[config.mk]
export PLATFORM = sky130hd
export DESIGN_NAME = dma_chan_tc_unit
export DESIGN_NICKNAME = d
export VERILOG_FILES = /design/src/rtl/dma_tc_pkg.sv /design/src/rtl/dma_mode_reg.sv /design/src/rtl/dma_tc_status.sv /design/src/rtl/dma_chan_slot.sv /design/src/rtl/dma_chan_tc_unit.sv
export SDC_FILE = /design/constraint.sdc
export NUM_CORES = 1
export LEC_CHECK = 0
export BUFFER_PORTS_ARGS = -buffer_cell sky130_fd_sc_hd__buf_2
export CAP_MARGIN = 30
export CORE_ASPECT_RATIO = 0.7
export CORE_MARGIN = 3
export CORE_UTILIZATION = 60
export CTS_CLUSTER_DIAMETER = 50
export DETAILED_ROUTE_END_ITERATION = 6
export PLACE_DENSITY = 0.89
export SYNTH_ARGS = -nofsm -noshare
export SYNTH_HDL_FRONTEND = slang
export SYNTH_HIERARCHICAL = 1
export SYNTH_SLANG_ARGS = --single-unit
[constraint.sdc]
create_clock -name clk -period 5.2 [get_ports clk]
set_input_delay 1.04 -clock clk [delete_from_list [all_inputs] [get_ports clk]]
set_output_delay 1.04 -clock clk [all_outputs]
set_load 0.05 [all_outputs]
[src/rtl/dma_tc_pkg.sv]
package dma_tc_pkg;
    localparam int NCH        = 4;
    localparam int CHW        = $clog2(NCH);
    localparam int SEL_W      = CHW + 2;
    localparam int RELOAD_DST = 2;
    localparam int RELOAD_SRC = 3;
    // control-register bit positions (software-visible)
    localparam int CB_ROT     = 4;
    localparam int CB_EXT     = 5;
    localparam int CB_STOP    = 6;
    localparam int CB_AUTO    = 7;

    typedef enum logic [1:0] {
        CH_OFF   = 2'd0,
        CH_RUN   = 2'd1,
        CH_FINAL = 2'd2
    } chan_st_e;
endpackage

[src/rtl/dma_mode_reg.sv]
module dma_mode_reg (
    input  logic clk,
    input  logic rst_n,
    input  logic ld,
    input  logic auto_in,
    input  logic stop_in,
    input  logic ext_in,
    input  logic rot_in,
    output logic auto_q,
    output logic stop_q,
    output logic ext_q,
    output logic rot_q
);
    always_ff @(posedge clk or negedge rst_n) begin
        if (!rst_n) begin
            auto_q <= 1'b0;
            stop_q <= 1'b0;
            ext_q  <= 1'b0;
            rot_q  <= 1'b0;
        end else if (ld) begin
            auto_q <= auto_in;
            stop_q <= stop_in;
            ext_q  <= ext_in;
            rot_q  <= rot_in;
        end
    end

    a_r3_mode_hold: assert property (@(posedge clk) disable iff (!rst_n)
        !ld |=> $stable({auto_q, stop_q, ext_q, rot_q}));
endmodule

[src/rtl/dma_tc_status.sv]
module dma_tc_status #(
    parameter int N = 4
) (
    input  logic         clk,
    input  logic         rst_n,
    input  logic [N-1:0] tc_vec,
    input  logic         rd,
    output logic [N-1:0] flags
);
    always_ff @(posedge clk or negedge rst_n) begin
        if (!rst_n) flags <= '0;
        else        flags <= (rd ? '0 : flags) | tc_vec;
    end

    a_r6_flag_set: assert property (@(posedge clk) disable iff (!rst_n)
        (tc_vec != '0) |=> ((flags & $past(tc_vec)) == $past(tc_vec)));
    a_r11_rd_clear: assert property (@(posedge clk) disable iff (!rst_n)
        (rd && tc_vec == '0) |=> (flags == '0));
    a_r11_sticky: assert property (@(posedge clk) disable iff (!rst_n)
        (!rd && tc_vec == '0) |=> $stable(flags));
endmodule

[src/rtl/dma_chan_slot.sv]
module dma_chan_slot
    import dma_tc_pkg::*;
#(
    parameter int ADDR_W = 16,
    parameter int CNT_W  = 14,
    parameter int MARK_W = 7
) (
    input  logic              clk,
    input  logic              rst_n,
    input  logic              ld_addr,
    input  logic              ld_cnt,
    input  logic              ld_mode,
    input  logic              mode_en,
    input  logic              stop_tc,
    input  logic              reload_on,
    input  logic [ADDR_W-1:0] wr_addr_val,
    input  logic [CNT_W-1:0]  wr_cnt_val,
    input  logic [ADDR_W-1:0] rl_addr,
    input  logic [CNT_W-1:0]  rl_cnt,
    input  logic              xfer,
    output logic [ADDR_W-1:0] addr_q,
    output logic [CNT_W-1:0]  cnt_q,
    output logic              en_o,
    output logic              tc_o,
    output logic              mark_o
);
    chan_st_e          st_q, st_nx;
    logic              live, rl_take, cnt_zero_nx;
    logic [ADDR_W-1:0] addr_nx;
    logic [CNT_W-1:0]  cnt_nx;

    // outputs decoded from state
    always_comb begin
        en_o   = (st_q != CH_OFF);
        live   = xfer && en_o;
        tc_o   = xfer && (st_q == CH_FINAL);
        mark_o = live && (cnt_q[MARK_W-1:0] == '0);
    end

    assign rl_take = reload_on && tc_o;

    // datapath next values; CPU writes win over a same-cycle step
    always_comb begin
        addr_nx = addr_q;
        if (ld_addr)      addr_nx = wr_addr_val;
        else if (rl_take) addr_nx = rl_addr;
        else if (live)    addr_nx = addr_q + 1'b1;

        cnt_nx = cnt_q;
        if (ld_cnt)       cnt_nx = wr_cnt_val;
        else if (rl_take) cnt_nx = rl_cnt;
        else if (live)    cnt_nx = cnt_q - 1'b1;

        cnt_zero_nx = (cnt_nx == '0);
    end

    // next-state logic
    always_comb begin
        st_nx = st_q;
        if (ld_mode) begin
            st_nx = mode_en ? (cnt_zero_nx ? CH_FINAL : CH_RUN) : CH_OFF;
        end else begin
            unique case (st_q)
                CH_OFF:   st_nx = CH_OFF;
                CH_RUN:   st_nx = cnt_zero_nx ? CH_FINAL : CH_RUN;
                CH_FINAL: begin
                    if (live && stop_tc) st_nx = CH_OFF;
                    else                 st_nx = cnt_zero_nx ? CH_FINAL : CH_RUN;
                end
                default:  st_nx = CH_OFF;
            endcase
        end
    end

    // state register
    always_ff @(posedge clk or negedge rst_n) begin
        if (!rst_n) st_q <= CH_OFF;
        else        st_q <= st_nx;
    end

    always_ff @(posedge clk or negedge rst_n) begin
        if (!rst_n) begin
            addr_q <= '0;
            cnt_q  <= '0;
        end else begin
            addr_q <= addr_nx;
            cnt_q  <= cnt_nx;
        end
    end

    a_r6_final_zero: assert property (@(posedge clk) disable iff (!rst_n)
        (st_q == CH_FINAL) |-> (cnt_q == '0));
    a_r4_addr_step: assert property (@(posedge clk) disable iff (!rst_n)
        (live && !ld_addr && !rl_take) |=> ((addr_q - $past(addr_q)) == ADDR_W'(1)));
    a_r5_cnt_step: assert property (@(posedge clk) disable iff (!rst_n)
        (live && !ld_cnt && !rl_take) |=> (($past(cnt_q) - cnt_q) == CNT_W'(1)));
    a_r8_stop_off: assert property (@(posedge clk) disable iff (!rst_n)
        (tc_o && stop_tc && !ld_mode) |=> !en_o);
    a_r9_idle_hold: assert property (@(posedge clk) disable iff (!rst_n)
        (xfer && !en_o && !ld_addr && !ld_cnt) |=> ($stable(addr_q) && $stable(cnt_q)));
    a_r10_reload: assert property (@(posedge clk) disable iff (!rst_n)
        (rl_take && !ld_addr && !ld_cnt) |=> (addr_q == $past(rl_addr) && cnt_q == $past(rl_cnt)));
endmodule

[src/rtl/dma_chan_tc_unit.sv]
module dma_chan_tc_unit
    import dma_tc_pkg::*;
#(
    parameter int ADDR_W = 16,
    parameter int CNT_W  = 14,
    parameter int MARK_W = 7
) (
    input  logic              clk,
    input  logic              rst_n,
    input  logic              reg_we,
    input  logic [SEL_W-1:0]  reg_sel,
    input  logic [ADDR_W-1:0] reg_wdata,
    input  logic              stat_rd,
    input  logic              xfer_done,
    input  logic [CHW-1:0]    xfer_ch,
    output logic [ADDR_W-1:0] sel_addr,
    output logic [CNT_W-1:0]  sel_cnt,
    output logic              tc,
    output logic              mark,
    output logic [NCH-1:0]    chan_en,
    output logic              autoload_on,
    output logic              stop_on_tc,
    output logic              ext_write,
    output logic              rot_prio,
    output logic [NCH-1:0]    tc_flags
);
    logic              ld_mode;
    logic [CHW-1:0]    hit_ch;
    logic [NCH-1:0]    tc_vec, mark_vec;
    logic [ADDR_W-1:0] addr_arr [NCH];
    logic [CNT_W-1:0]  cnt_arr  [NCH];

    assign ld_mode = reg_we && reg_sel[SEL_W-1];
    assign hit_ch  = reg_sel[CHW:1];

    dma_mode_reg u_mode (
        .clk     (clk),
        .rst_n   (rst_n),
        .ld      (ld_mode),
        .auto_in (reg_wdata[CB_AUTO]),
        .stop_in (reg_wdata[CB_STOP]),
        .ext_in  (reg_wdata[CB_EXT]),
        .rot_in  (reg_wdata[CB_ROT]),
        .auto_q  (autoload_on),
        .stop_q  (stop_on_tc),
        .ext_q   (ext_write),
        .rot_q   (rot_prio)
    );

    for (genvar g = 0; g < NCH; g++) begin : g_ch
        logic ld_a, ld_c, rl_on;
        assign ld_a = reg_we && !reg_sel[SEL_W-1] && (hit_ch == CHW'(g)) && !reg_sel[0];
        assign ld_c = reg_we && !reg_sel[SEL_W-1] && (hit_ch == CHW'(g)) &&  reg_sel[0];
        if (g == RELOAD_DST) begin : g_rl
            assign rl_on = autoload_on;
        end else begin : g_norl
            assign rl_on = 1'b0;
        end

        dma_chan_slot #(
            .ADDR_W (ADDR_W),
            .CNT_W  (CNT_W),
            .MARK_W (MARK_W)
        ) u_slot (
            .clk         (clk),
            .rst_n       (rst_n),
            .ld_addr     (ld_a),
            .ld_cnt      (ld_c),
            .ld_mode     (ld_mode),
            .mode_en     (reg_wdata[g]),
            .stop_tc     (stop_on_tc),
            .reload_on   (rl_on),
            .wr_addr_val (reg_wdata),
            .wr_cnt_val  (reg_wdata[CNT_W-1:0]),
            .rl_addr     (addr_arr[RELOAD_SRC]),
            .rl_cnt      (cnt_arr[RELOAD_SRC]),
            .xfer        (xfer_done && (xfer_ch == CHW'(g))),
            .addr_q      (addr_arr[g]),
            .cnt_q       (cnt_arr[g]),
            .en_o        (chan_en[g]),
            .tc_o        (tc_vec[g]),
            .mark_o      (mark_vec[g])
        );
    end

    dma_tc_status #(.N(NCH)) u_stat (
        .clk    (clk),
        .rst_n  (rst_n),
        .tc_vec (tc_vec),
        .rd     (stat_rd),
        .flags  (tc_flags)
    );

    always_comb begin
        sel_addr = addr_arr[xfer_ch];
        sel_cnt  = cnt_arr[xfer_ch];
        tc       = |tc_vec;
        mark     = |mark_vec;
    end

    a_r6_one_tc: assert property (@(posedge clk) disable iff (!rst_n)
        $onehot0(tc_vec));
    a_r7_tc_marks: assert property (@(posedge clk) disable iff (!rst_n)
        tc |-> mark);
    a_r9_no_strobe_idle: assert property (@(posedge clk) disable iff (!rst_n)
        !xfer_done |-> (!tc && !mark));
endmodule

==> results.md <==
* Run status: complete, but fails checks
* Violated checks: design-rule violations, max-slew violations
* First-pass GRT wire length at 54.8 mm
* Placed Area at 0.0109 sq mm
* Post-synth top cells: nand2_1 (148), dfrtp_1 (136), nor2_1 (100)
* Setup Buffers After CTS at 0
* Cell row count at 39
* Clk sink count at 136
* Tmin final at roughly 4.1 ns
* Peak supply drop at 0.288 mV
* GPL Wtd Cong at 1.03
* Vias at 10700
* Slew HR at -0.103
* H-tree Lvls at 4
* Worst skew pair latency at between 0.4 and 0.5 ns
* Fin Setup TNS at 0 ns
* Final period utilization at 0.782
* Max_cap viols at 0
* Total CTS buffers at 17
* Total track usage at 0.381
* Sequential fraction of the synthesis area at 0.325
* Die W at 164 um
* Synth Register Bits at 136
* DRC errors left at 2
* CTS root buffer: clkbuf_16
* Hpwl dp at 24.8 mm
* PortBufs at 70
* Dominant cells by area after synthesis: dfrtp_1 (33%), mux4_2 (6.0%), nand2_1 (5.3%)
* Async SR Flop Fraction at 1.00
* FILL cells at 1262
* Antenna-violating nets left at 0
* Most frequent cell after synthesis: nand2_1
* Worst setup SP type: input pin
* GRT overflow at 0
* RSZ-0062 raised after global routing: no
* Die Ht at 116 um
* Initial Util at 0.627
* Syn_area_per_cell at 8.67 sq um
* Clk slew on worst S/H paths at 0.06 ns
* Yosys Warn Count at 6
* Largest net degree at the start of global routing at 103
* Total power draw at 4510 uW
* Routed WL at around 36 mm
* Required @ worst endpoint at 4.16 ns
* Via density at roughly 7.2
* Synth Cell Area at 0.0105 sq mm
* Core ar. at 0.0167 sq mm
* Share of post-route cells with drive strength above 1 at 0.153
* Synth top area share at 0.325
* Design area at 0.0115 sq mm
* Initial antenna violation count at 0
* F_max at roughly 0.25 GHz
* Final Skew at between 0.009 and 0.01 ns
* Crit end category: primary output
* Number of synthesized flops with an enable pin at 0
* Area Overhead vs Synth at 9.90%
* Pwr Density at 392 mW/mm^2
* Max-slew violations at 86
* Iteration count of the initial detailed-routing pass at 7
* Static Leak at about 0.0046 uW
* # IOs at 71
* Area leader, netlist: dfrtp_1
* Fin. Hold Viols at 0
* Vias in the first global route at 9563
* Longest Clk Path Bufs at 2
* Top FF cell, synth: dfrtp_1
* Fin nets at 1293
* Cells after synthesis at 1207
* WL/cell at approximately 25 um
* Hold WC Path Type: reg2reg
* Final setup violating endpoints at 0
* CTS Hold Bufs at 0
* CTS tree: yes
* Worst-path maximum fanout at 23
* Arr. time, crit path at slightly above 3 ns
* Post-CTS sizing at 0
* DIE AREA at 0.0191 sq mm
* Crit Path Class: in2out
* Drt initial violations at 1999
* Actual slew at the worst max-slew pin at roughly 1.6 ns
* Post-synth cell types at 77
-- cells by family after synthesis --
group           synth area share
simple gates               0.252
compound gates             0.223
flops                      0.325
buf+inv                   0.0520
xor+xnor                  0.0469
mux                       0.0763
fa+ha+maj                 0.0239
other cells             0.000358
-- layer usage --
layer | wire, um | vias up | global-route usage
met5 | 98 | - | 0.0379
met1 | 14100 | 4966 | 0.533
met3 | 6330 | 171 | 0.171
li1 | - | 4605 | -
met2 | 14200 | 975 | 0.510
met4 | 1830 | 4 | 0.159
-- layout make-up --
class / instances / area, sq um / share of cell area
antenna: 2 / 5.00 / 0.000435
clock buffer: 20 / 467 / 0.0406
clock inverter: 11 / 98.8 / 0.00860
inverter: 36 / 135 / 0.0118
multi-input combinational: 966 / 6580 / 0.572
sequential: 136 / 3400 / 0.296
tap: 225 / 282 / 0.0245
timing repair buffer: 89 / 527 / 0.0458
-- final timing paths --
kind / end / cells past startpoint / startpoint / slack (ns)
hold / removal: u_stat/flags[2] / 1 / u_stat/flags[2] / 0.48
max in group asynchronous: g_ch[3].u_slot/st_q[0] / 3 / rst_n / 3.62
hold reg to reg: u_stat/flags[2] / 1 / u_stat/flags[2] / 0.48
setup / recovery: mark / 9 / xfer_ch[1] / 1.14
setup reg to reg: g_ch[2].u_slot/st_q[1] / 8 / g_ch[2].u_slot/st_q[0] / 2.14
min in group asynchronous: g_ch[0].u_slot/addr_q[13] / 2 / rst_n / 0.64
-- placed cells by master, fill, tap and decap left out, types with 12 or more instances in the layout --
cell type  count
dfrtp_1      136
xor2_1        28
clkbuf_16     17
a31oi_1       21
o221ai_1      18
xnor2_1       28
nand2_1      148
conb_1        14
a41oi_1       14
nor4_1        21
or3_1         17
buf_2         69
and4_1        12
nor2_1        98
buf_4         17
a21oi_1       72
nor2b_1       12
nand4_1       22
inv_1         32
nand3_1       27
and2_1        23
ha_1          20
o22ai_1       24
and3_1        13
nor3_1        18
mux4_2        28
a211oi_1      16
o21ai_0       94
-- through the flow --
stage                     utilization  hold WS (ns)  cells  setup slack [ns]
after floorplan                     -         0.532   1220              1.43
after global placement          0.652         0.459   1450              1.25
after detailed placement        0.653         0.468   1451              1.16
after CTS                       0.687         0.481   1482              1.17
after global routing            0.689         0.485   1483              1.07
final                           0.689         0.480   1485              1.14
-- flip-flops by register name (all words and copies together), names as in the netlist --
name / flops
u_mode/ext_q: 1
u_mode/stop_q: 1
g_ch.u_slot/cnt_q: 56
u_mode/auto_q: 1
u_mode/rot_q: 1
g_ch.u_slot/st_q: 8
u_stat/flags: 4
g_ch.u_slot/addr_q: 64
-- critical path, cell delays in order --
cell and delay [ns]:
buf_2 0.22, buf_4 0.37, nor2_1 0.10, buf_4 0.19, nand4bb_4 0.13, or3_4 0.15, inv_1 0.04, or4_1 0.53
buf_2 0.23
-- report_power, final --
| group | internal [uW] | switching [uW] | total [uW] |
|---|---|---|---|
| Clock | 692 | 485 | 1180 |
| Sequential | 1310 | 579 | 1890 |
| Combinational | 560 | 888 | 1450 |
| Total | 2560 | 1950 | 4510 |
Power figures use the tool's default switching activity.
